--- src/rtl/region_guard_pkg.sv ---
`timescale 1ns/1ps
package region_guard_pkg;

    localparam int unsigned RG_ADDR_W = 32;
    localparam int unsigned RG_VMID_W = 4;
    localparam int unsigned RG_NUM_VM = 1 << RG_VMID_W;
    localparam int unsigned RG_MGR_W  = 3;
    localparam int unsigned RG_CFG_W  = 32;
    localparam int unsigned RG_LG_W   = 6;

    typedef enum logic [1:0] {
        ACC_READ  = 2'd0,
        ACC_WRITE = 2'd1,
        ACC_EXEC  = 2'd2,
        ACC_NONE  = 2'd3
    } acc_kind_e;

    typedef struct packed {
        logic                 en;
        logic [RG_LG_W-1:0]   lg;
        logic [RG_ADDR_W-1:0] base;
        logic [RG_NUM_VM-1:0] rd;
        logic [RG_NUM_VM-1:0] wr;
        logic [RG_NUM_VM-1:0] ex;
    } region_t;

    typedef struct packed {
        logic [RG_ADDR_W-1:0] addr;
        logic [RG_VMID_W-1:0] vmid;
        logic [RG_MGR_W-1:0]  mgr;
        acc_kind_e            kind;
    } fault_t;

    // ones below bit position lg: the offset bits inside a window
    function automatic logic [RG_ADDR_W-1:0] low_mask(input logic [RG_LG_W-1:0] lg);
        logic [RG_ADDR_W-1:0] m;
        for (int i = 0; i < RG_ADDR_W; i++) begin
            m[i] = ($unsigned(i) < 32'(lg));
        end
        return m;
    endfunction

    function automatic logic region_hit(input region_t r, input logic [RG_ADDR_W-1:0] a);
        return r.en && (((a ^ r.base) & ~low_mask(r.lg)) == '0);
    endfunction

    function automatic logic [RG_NUM_VM-1:0] rights_of(input region_t r, input acc_kind_e k);
        case (k)
            ACC_READ:  return r.rd;
            ACC_WRITE: return r.wr;
            ACC_EXEC:  return r.ex;
            default:   return '0;
        endcase
    endfunction

endpackage

--- src/rtl/rg_cfg_regs.sv ---
`timescale 1ns/1ps
module rg_cfg_regs
    import region_guard_pkg::*;
#(
    parameter int unsigned NUM_REG = 16,
    parameter int unsigned HYP_MGR = 0,
    localparam int unsigned IDX_W  = $clog2(NUM_REG),
    localparam int unsigned CAW    = IDX_W + 3
) (
    input  logic                clk,
    input  logic                rst,
    input  logic                cfg_we,
    input  logic [RG_MGR_W-1:0] cfg_mgr,
    input  logic [CAW-1:0]      cfg_addr,
    input  logic [RG_CFG_W-1:0] cfg_wdata,
    output region_t             regions [NUM_REG],
    output logic                fault_clr,
    output logic                cfg_viol
);

    logic hyp_wr;
    logic tbl_wr;

    assign hyp_wr    = cfg_we && (cfg_mgr == RG_MGR_W'(HYP_MGR));
    assign fault_clr = hyp_wr && cfg_addr[CAW-1];
    assign tbl_wr    = hyp_wr && !cfg_addr[CAW-1];

    for (genvar g = 0; g < NUM_REG; g++) begin : g_region
        always_ff @(posedge clk) begin
            if (rst) begin
                regions[g] <= '0;
            end else if (tbl_wr && (cfg_addr[CAW-2:2] == IDX_W'(g))) begin
                case (cfg_addr[1:0])
                    2'd0: regions[g].base <= cfg_wdata[RG_ADDR_W-1:0];
                    2'd1: begin
                        regions[g].lg <= cfg_wdata[RG_LG_W-1:0];
                        regions[g].en <= cfg_wdata[8];
                    end
                    2'd2: begin
                        regions[g].rd <= cfg_wdata[RG_NUM_VM-1:0];
                        regions[g].wr <= cfg_wdata[16 +: RG_NUM_VM];
                    end
                    default: regions[g].ex <= cfg_wdata[RG_NUM_VM-1:0];
                endcase
            end
        end

        AST_FOREIGN_WRITE_NO_EFFECT: assert property (@(posedge clk) disable iff (rst)
            (cfg_we && (cfg_mgr != RG_MGR_W'(HYP_MGR))) |=> $stable(regions[g]));
    end

    always_ff @(posedge clk) begin
        if (rst) cfg_viol <= 1'b0;
        else     cfg_viol <= cfg_we && !hyp_wr;
    end

    AST_FOREIGN_WRITE_FLAGGED: assert property (@(posedge clk) disable iff (rst)
        (cfg_we && (cfg_mgr != RG_MGR_W'(HYP_MGR))) |=> cfg_viol);

endmodule

--- src/rtl/rg_lookup.sv ---
`timescale 1ns/1ps
module rg_lookup
    import region_guard_pkg::*;
#(
    parameter int unsigned NUM_REG = 16
) (
    input  region_t              regions [NUM_REG],
    input  logic [RG_ADDR_W-1:0] addr,
    input  acc_kind_e            kind,
    input  logic [RG_VMID_W-1:0] vmid,
    output logic                 grant
);

    logic [NUM_REG-1:0] pass;

    for (genvar g = 0; g < NUM_REG; g++) begin : g_match
        logic [RG_NUM_VM-1:0] allow_v;
        assign allow_v = rights_of(regions[g], kind);
        assign pass[g] = region_hit(regions[g], addr) && allow_v[vmid];
    end

    assign grant = |pass;

endmodule

--- src/rtl/rg_fault.sv ---
`timescale 1ns/1ps
module rg_fault
    import region_guard_pkg::*;
(
    input  logic                clk,
    input  logic                rst,
    input  logic                deny_hs,
    input  fault_t              info,
    input  logic                clr,
    output logic                err_rsp,
    output logic [RG_MGR_W-1:0] err_mgr,
    output logic                flt_valid,
    output fault_t              flt_rec
);

    always_ff @(posedge clk) begin
        if (rst) begin
            err_rsp   <= 1'b0;
            err_mgr   <= '0;
            flt_valid <= 1'b0;
            flt_rec   <= '0;
        end else begin
            err_rsp <= deny_hs;
            if (deny_hs) err_mgr <= info.mgr;
            if (clr) begin
                flt_valid <= 1'b0;
            end else if (deny_hs && !flt_valid) begin
                flt_valid <= 1'b1;
                flt_rec   <= info;
            end
        end
    end

    AST_ERR_AFTER_DENY: assert property (@(posedge clk) disable iff (rst)
        deny_hs |=> (err_rsp && (err_mgr == $past(info.mgr))));
    AST_FAULT_STICKY: assert property (@(posedge clk) disable iff (rst)
        (flt_valid && !clr) |=> (flt_valid && $stable(flt_rec)));
    AST_CLEAR_EMPTIES: assert property (@(posedge clk) disable iff (rst)
        clr |=> !flt_valid);

endmodule

--- src/rtl/region_guard.sv ---
`timescale 1ns/1ps
module region_guard
    import region_guard_pkg::*;
#(
    parameter int unsigned NUM_REG = 16,
    parameter int unsigned HYP_MGR = 0,
    parameter int unsigned DATA_W  = 32,
    localparam int unsigned IDX_W  = $clog2(NUM_REG),
    localparam int unsigned CAW    = IDX_W + 3
) (
    input  logic                 clk,
    input  logic                 rst,
    input  logic                 req_valid,
    output logic                 req_ready,
    input  logic [RG_ADDR_W-1:0] req_addr,
    input  logic [DATA_W-1:0]    req_wdata,
    input  logic [1:0]           req_kind,
    input  logic [RG_VMID_W-1:0] req_vmid,
    input  logic [RG_MGR_W-1:0]  req_mgr,
    output logic                 fwd_valid,
    input  logic                 fwd_ready,
    output logic [RG_ADDR_W-1:0] fwd_addr,
    output logic [DATA_W-1:0]    fwd_wdata,
    output logic [1:0]           fwd_kind,
    output logic [RG_VMID_W-1:0] fwd_vmid,
    output logic [RG_MGR_W-1:0]  fwd_mgr,
    output logic                 err_rsp_valid,
    output logic [RG_MGR_W-1:0]  err_rsp_mgr,
    input  logic                 cfg_we,
    input  logic [RG_MGR_W-1:0]  cfg_mgr,
    input  logic [CAW-1:0]       cfg_addr,
    input  logic [RG_CFG_W-1:0]  cfg_wdata,
    output logic                 cfg_viol,
    output logic                 flt_valid,
    output logic [RG_ADDR_W-1:0] flt_addr,
    output logic [RG_VMID_W-1:0] flt_vmid,
    output logic [RG_MGR_W-1:0]  flt_mgr,
    output logic [1:0]           flt_kind
);

    region_t   regions [NUM_REG];
    logic      fault_clr;
    logic      grant;
    logic      deny_hs;
    acc_kind_e kind_e;
    fault_t    info;
    fault_t    flt_rec;

    assign kind_e = acc_kind_e'(req_kind);

    rg_cfg_regs #(.NUM_REG(NUM_REG), .HYP_MGR(HYP_MGR)) u_cfg (
        .clk       (clk),
        .rst       (rst),
        .cfg_we    (cfg_we),
        .cfg_mgr   (cfg_mgr),
        .cfg_addr  (cfg_addr),
        .cfg_wdata (cfg_wdata),
        .regions   (regions),
        .fault_clr (fault_clr),
        .cfg_viol  (cfg_viol)
    );

    rg_lookup #(.NUM_REG(NUM_REG)) u_lookup (
        .regions (regions),
        .addr    (req_addr),
        .kind    (kind_e),
        .vmid    (req_vmid),
        .grant   (grant)
    );

    // granted: pass through, back-pressure from target; denied: absorb now
    assign fwd_valid = req_valid && grant;
    assign req_ready = grant ? fwd_ready : 1'b1;
    assign fwd_addr  = req_addr;
    assign fwd_wdata = req_wdata;
    assign fwd_kind  = req_kind;
    assign fwd_vmid  = req_vmid;
    assign fwd_mgr   = req_mgr;
    assign deny_hs   = req_valid && !grant;

    assign info = '{addr: req_addr, vmid: req_vmid, mgr: req_mgr, kind: kind_e};

    rg_fault u_fault (
        .clk       (clk),
        .rst       (rst),
        .deny_hs   (deny_hs),
        .info      (info),
        .clr       (fault_clr),
        .err_rsp   (err_rsp_valid),
        .err_mgr   (err_rsp_mgr),
        .flt_valid (flt_valid),
        .flt_rec   (flt_rec)
    );

    assign flt_addr = flt_rec.addr;
    assign flt_vmid = flt_rec.vmid;
    assign flt_mgr  = flt_rec.mgr;
    assign flt_kind = flt_rec.kind;

    AST_ERR_ONLY_FOR_BLOCKED: assert property (@(posedge clk) disable iff (rst)
        err_rsp_valid |-> $past(req_valid && !fwd_valid && req_ready));
    AST_STALL_HOLDS_REQUESTER: assert property (@(posedge clk) disable iff (rst)
        (fwd_valid && !fwd_ready) |-> !req_ready);

endmodule

--- config.mk ---
export PLATFORM = sky130hd
export DESIGN_NAME = region_guard
export DESIGN_NICKNAME = d
export VERILOG_FILES = /design/src/rtl/region_guard_pkg.sv /design/src/rtl/rg_cfg_regs.sv /design/src/rtl/rg_lookup.sv /design/src/rtl/rg_fault.sv /design/src/rtl/region_guard.sv
export SDC_FILE = /design/constraint.sdc
export NUM_CORES = 2
export LEC_CHECK = 0
export BUFFER_PORTS_ARGS = -buffer_cell sky130_fd_sc_hd__buf_4
export CORE_MARGIN = 2
export CORE_UTILIZATION = 50
export CTS_CLUSTER_SIZE = 20
export DETAILED_ROUTE_END_ITERATION = 6
export PLACE_DENSITY = 0.64
export SYNTH_ARGS = -nofsm -noshare
export SYNTH_HDL_FRONTEND = slang
export SYNTH_SLANG_ARGS = --single-unit
--- constraint.sdc ---
create_clock -name clk -period 4.2 [get_ports clk]
set_clock_uncertainty 0.1 [all_clocks]
set_input_delay 0.63 -clock clk [delete_from_list [all_inputs] [get_ports clk]]
set_output_delay 0.63 -clock clk [all_outputs]
set_load 0.02 [all_outputs]
==> insert_results.sql <==
INSERT INTO impl_metrics (metric_group, metric, value, unit) VALUES
('synthesis', 'yosysSeqAreaShare', '41.7', '%'),
('synthesis', 'count_of_mapped_cells_out_of_synthesis', '9066', ''),
('routing', 'drt_drc_violations_left', '3', ''),
('routing', 'drt_iter0_markers', '9605', ''),
('synthesis', 'synth_area', '0.0691', 'mm2'),
('floorplanning', 'die_h', '376', 'um'),
('synthesis', 'post_synth_num_cell_types', '94', ''),
('sta', 'unrepaired_setup_endpoints_after_global_routing', 'yes', ''),
('routing', 'postRouteAntennaNets', '0', ''),
('setup_path', 'path_max_fanout', '8', ''),
('outcome', 'run_status', 'finished with violations', ''),
('setup_path', 'worstPathRequired', '3.47', 'ns'),
('placed_design', 'dp.final_hpwl', '166', 'mm'),
('synthesis', 'mappedNetlistNets', '9186', ''),
('clock_network', 'cts_made_buffers', '155', ''),
('run', 'timing.max_cap.violations', '0', ''),
('sta', 'setup_total_negative_slack', '-0.896', 'ns'),
('final_layout', 'area_growth', '15.1', '%'),
('global_routing', 'antenna_found_initial', '11', ''),
('final_layout', 'design.final.nets', '9160', ''),
('placed_design', 'detailed_place.area', '0.0738', 'mm2'),
('power_and_ir_drop', 'post_route_total_power', '0.0308', 'W'),
('synthesis', 'synth.ff_latch_count', '1439', ''),
('synthesis', 'synth_edf_count', '0', ''),
('final_layout', 'post-route-util', '57.9', '%'),
('clock_network', 'clock_path_buffers', '3', ''),
('final_layout', 'post-route-cell-area', '0.0796', 'mm2'),
('global_routing', 'grt_remaining_overflow', '0', ''),
('placed_design', 'finalWeightedCongestion', '0.973', ''),
('sta', 'min_period_over_period', '111', '%'),
('global_routing', 'first_global_vias', '60800', ''),
('routing', 'post_drt_via_cell_ratio', '6.12', ''),
('final_layout', 'footprint_of_the_multi_input_gates', '0.0362', 'mm2'),
('power_and_ir_drop', 'vdd_drop_max', '0.442', 'mV'),
('floorplanning', 'die_width', '376', 'um'),
('sta', 'hold_viol', '0', ''),
('sta', 'finalSetupViolCount', '2', ''),
('floorplanning', 'placeableCoreArea', '0.137', 'mm2'),
('setup_path', 'critPathKind', 'flop to primary output', ''),
('clock_network', 'tritoncts', 'built', ''),
('routing', 'drt-total-wl', '275', 'mm'),
('clock_network', 'cts.root.buffer_cell', 'sky130_fd_sc_hd__clkbuf_16', ''),
('routing', 'wl_per_cell', '25.1', 'um'),
('clock_network', 'cts.sink_count', '1439', ''),
('global_routing', 'grt_first_pass_wirelength', '400', 'mm'),
('floorplanning', 'floorplan.io_pins', '242', ''),
('setup_path', 'cp-start-kind', 'flop', ''),
('power_and_ir_drop', 'power_leakage', '27.3', 'nW'),
('floorplanning', 'row_count', '136', ''),
('sta', 'worst_pin_slew', '1.17', 'ns'),
('sta', 'final_max_slew_viol_count', '0', ''),
('clock_network', 'cts-htree-levels', '4', ''),
('final_layout', 'num-fill-cells', '12500', ''),
('clock_network', 'clk_slew_on_worst_s_h_paths', '0.06', 'ns'),
('setup_path', 'cp_data_arrival_time', '3.93', 'ns'),
('setup_path', 'r2r_setup_slack', '0.28', 'ns'),
('routing', 'num_vias', '67000', ''),
('final_layout', 'post_route_cells_drive_above_1_share', '14.0', '%'),
('synthesis', 'synthesis.area_per_instance', '7.62', 'um2'),
('synthesis', 'yosysWarningCount', '0', ''),
('final_layout', 'register_area', '0.0289', 'mm2'),
('synthesis', 'synth_async_sr_flop_share', '0', '%'),
('setup_path', 'setup.worst_path.end_class', 'primary output', ''),
('clock_network', 'clkLatencyLatePin', '0.82', 'ns'),
('outcome', 'failed_checks', 'DRC, setup timing', ''),
('sta', 'final_period_minus_worst_setup_slack', '4.66', 'ns'),
('routing', 'drt-pass1-iter-count', '7', ''),
('placed_design', 'port_buffers', '177', ''),
('sta', 'maxClockFrequency', '0.214', 'GHz'),
('global_routing', 'grt_start_max_net_pins', '124', ''),
('sta', 'timing.max_slew.rel_slack', '22.3', '%'),
('synthesis', 'prevailing_post_synth_register_cell', 'sky130_fd_sc_hd__dfxtp_1', ''),
('sta', 'worst_hold_slack', '0.0488', 'ns'),
('floorplanning', 'start_util', '50.3', '%'),
('sta', 'postLayoutSetupSlackWorst', '-0.462', 'ns'),
('global_routing', 'global_route.usage.total', '37.5', '%'),
('worst_hold_path', 'holdCritPathClass', 'primary input to flop', ''),
('power_and_ir_drop', 'pwr_density_cell', '387', 'mW/mm2'),
('floorplanning', 'design.die.area', '0.141', 'mm2');
[layer usage]
layer | up-vias | GRT usage [%] | wire [um]
li1 | 30400 | - | -
met2 | 3919 | 55.5 | 117000
met3 | 835 | 8.43 | 31100
met5 | - | 0 | 74
met1 | 31900 | 49.9 | 109000
met4 | 12 | 22.1 | 17500
[worst max-delay path: stages, from the launching register on]
cell and delay, ns:
sky130_fd_sc_hd__dfxtp_2 0.37, sky130_fd_sc_hd__buf_4 0.17, sky130_fd_sc_hd__o21ai_0 0.10, sky130_fd_sc_hd__a2111oi_1 0.53
sky130_fd_sc_hd__nand3_1 0.14, sky130_fd_sc_hd__o211ai_1 0.30, sky130_fd_sc_hd__buf_4 0.25, sky130_fd_sc_hd__nand3_2 0.12
sky130_fd_sc_hd__or3b_1 0.38, sky130_fd_sc_hd__nand4_1 0.10, sky130_fd_sc_hd__buf_4 0.15, sky130_fd_sc_hd__nor4_4 0.09
sky130_fd_sc_hd__or2_4 0.25, sky130_fd_sc_hd__buf_6 0.13
[per-stage QoR]
step	cells	setup slack, ns
2_1_floorplan	9066	0.511
3_3_place_gp	10700	-0.465
3_5_place_dp	10700	-0.491
4_1_cts	10900	-0.445
5_1_grt	10900	-0.438
6_report	11000	-0.462
[cell usage after synthesis, types with 35 or more instances]
library cell	instances	area share, %
sky130_fd_sc_hd__buf_2	97	0.70
sky130_fd_sc_hd__mux2_2	129	2.1
sky130_fd_sc_hd__xor2_1	248	3.1
sky130_fd_sc_hd__xnor2_1	262	3.3
sky130_fd_sc_hd__o21ai_0	189	1.4
sky130_fd_sc_hd__o22ai_1	43	0.39
sky130_fd_sc_hd__nor3_1	40	0.29
sky130_fd_sc_hd__nand3_1	136	0.99
sky130_fd_sc_hd__a31oi_1	35	0.32
sky130_fd_sc_hd__clkbuf_1	682	3.7
sky130_fd_sc_hd__mux2i_1	184	2.7
sky130_fd_sc_hd__nor2_1	215	1.2
sky130_fd_sc_hd__nand2_1	2862	16
sky130_fd_sc_hd__a21oi_1	1541	11
sky130_fd_sc_hd__buf_4	89	0.97
sky130_fd_sc_hd__a221oi_1	91	1.2
sky130_fd_sc_hd__a22oi_1	42	0.46
sky130_fd_sc_hd__dfxtp_1	1439	42
sky130_fd_sc_hd__a211oi_1	38	0.41
sky130_fd_sc_hd__a221o_1	59	0.85
sky130_fd_sc_hd__nand2b_1	106	0.96
[cells in the final DEF (no fill, tap or decap), types with 16 or more instances in the layout]
cell type / n
sky130_fd_sc_hd__buf_4: 638
sky130_fd_sc_hd__clkbuf_8: 31
sky130_fd_sc_hd__clkinv_2: 18
sky130_fd_sc_hd__nand2b_1: 105
sky130_fd_sc_hd__o211ai_1: 33
sky130_fd_sc_hd__nor2_2: 38
sky130_fd_sc_hd__a221o_1: 59
sky130_fd_sc_hd__or2_2: 16
sky130_fd_sc_hd__bufinv_16: 16
sky130_fd_sc_hd__nor2_1: 175
sky130_fd_sc_hd__o22ai_1: 41
sky130_fd_sc_hd__clkbuf_16: 160
sky130_fd_sc_hd__o21ai_0: 183
sky130_fd_sc_hd__a221oi_1: 89
sky130_fd_sc_hd__buf_12: 91
sky130_fd_sc_hd__mux2_2: 129
sky130_fd_sc_hd__nand2_1: 2858
sky130_fd_sc_hd__a21oi_1: 1538
sky130_fd_sc_hd__clkbuf_1: 37
sky130_fd_sc_hd__xnor2_1: 259
sky130_fd_sc_hd__a31oi_1: 34
sky130_fd_sc_hd__nand3_1: 135
sky130_fd_sc_hd__nor4_1: 18
sky130_fd_sc_hd__dfxtp_1: 1393
sky130_fd_sc_hd__and2_1: 20
sky130_fd_sc_hd__nor3_1: 40
sky130_fd_sc_hd__a22oi_1: 42
sky130_fd_sc_hd__o2bb2ai_1: 20
sky130_fd_sc_hd__dfxtp_2: 42
sky130_fd_sc_hd__nand4_1: 27
sky130_fd_sc_hd__inv_1: 21
sky130_fd_sc_hd__mux2i_1: 183
sky130_fd_sc_hd__xor2_1: 246
sky130_fd_sc_hd__a211oi_1: 37
sky130_fd_sc_hd__o221ai_1: 23
[cells by family (layout without fill, tap and decap cells)]
| family | after synthesis | in the layout | synth area share [%] |
|---|---|---|---|
| and+or+nand+nor | 3513 | 3513 | 20.5 |
| AOI/OAI and AO/OA | 2294 | 2294 | 19.3 |
| DFF | 1439 | 1439 | 41.7 |
| buffers and inverters | 955 | 1044 | 6.38 |
| xor gates and xnor gates | 510 | 510 | 6.46 |
| muxes | 344 | 344 | 5.52 |
| adders and majority gates | 11 | 11 | 0.159 |
| other | 0 | 1 | 0 |
[registers in the layout, indices dropped and copies added, names as in the netlist]
signal and flops:
u_fault.err_mgr 3, u_cfg.cfg_viol 1, u_fault.flt_rec 41, u_cfg.regions 1392
u_fault.err_rsp 1, u_fault.flt_valid 1
[where the power goes]
group | switching (W) | internal (W)
Clock | 0.00586 | 0.00842
Combinational | 0.00196 | 0.000864
Sequential | 0.0000205 | 0.0137
Total | 0.00784 | 0.0230
[final timing paths]
path,startpoint,endpoint,cells past startpoint
worst max register to register,u_cfg.regions[80]$_SDFFE_PP0P_,u_fault.flt_valid$_SDFFE_PP0P_,12
worst min register to register,u_cfg.regions[1176]$_SDFFE_PP0P_,u_cfg.regions[1176]$_SDFFE_PP0P_,2
worst min-delay path,req_mgr[2],u_fault.flt_rec[4]$_SDFFE_PP0P_,3
worst max-delay path,u_cfg.regions[777]$_SDFFE_PP0P_,req_ready,13
[area by class of cell]
| class | instances | share of cell area (%) |
|---|---|---|
| Clock inverter | 46 | 0.856 |
| Timing Repair Buffer | 748 | 8.68 |
| Tap cell | 1794 | 2.82 |
| Inverter | 24 | 0.116 |
| Multi-Input combinational cell | 6672 | 45.6 |
| Sequential cell | 1439 | 36.3 |
| Clock buffer | 226 | 5.68 |
| Antenna cell | 1 | 0.00315 |
[timing repair]
action | 4_1_cts | 5_1_grt
resized for setup | 54 | 78
setup endpoints to repair | 2 | 2
buffers inserted | 0 | 7
hold buffers | 4 | 0
pin swaps | 17 | 16
gates cloned | 0 | 2
endpoints found under the hold margin | 5 | 0
Power figures use the tool's default switching activity.
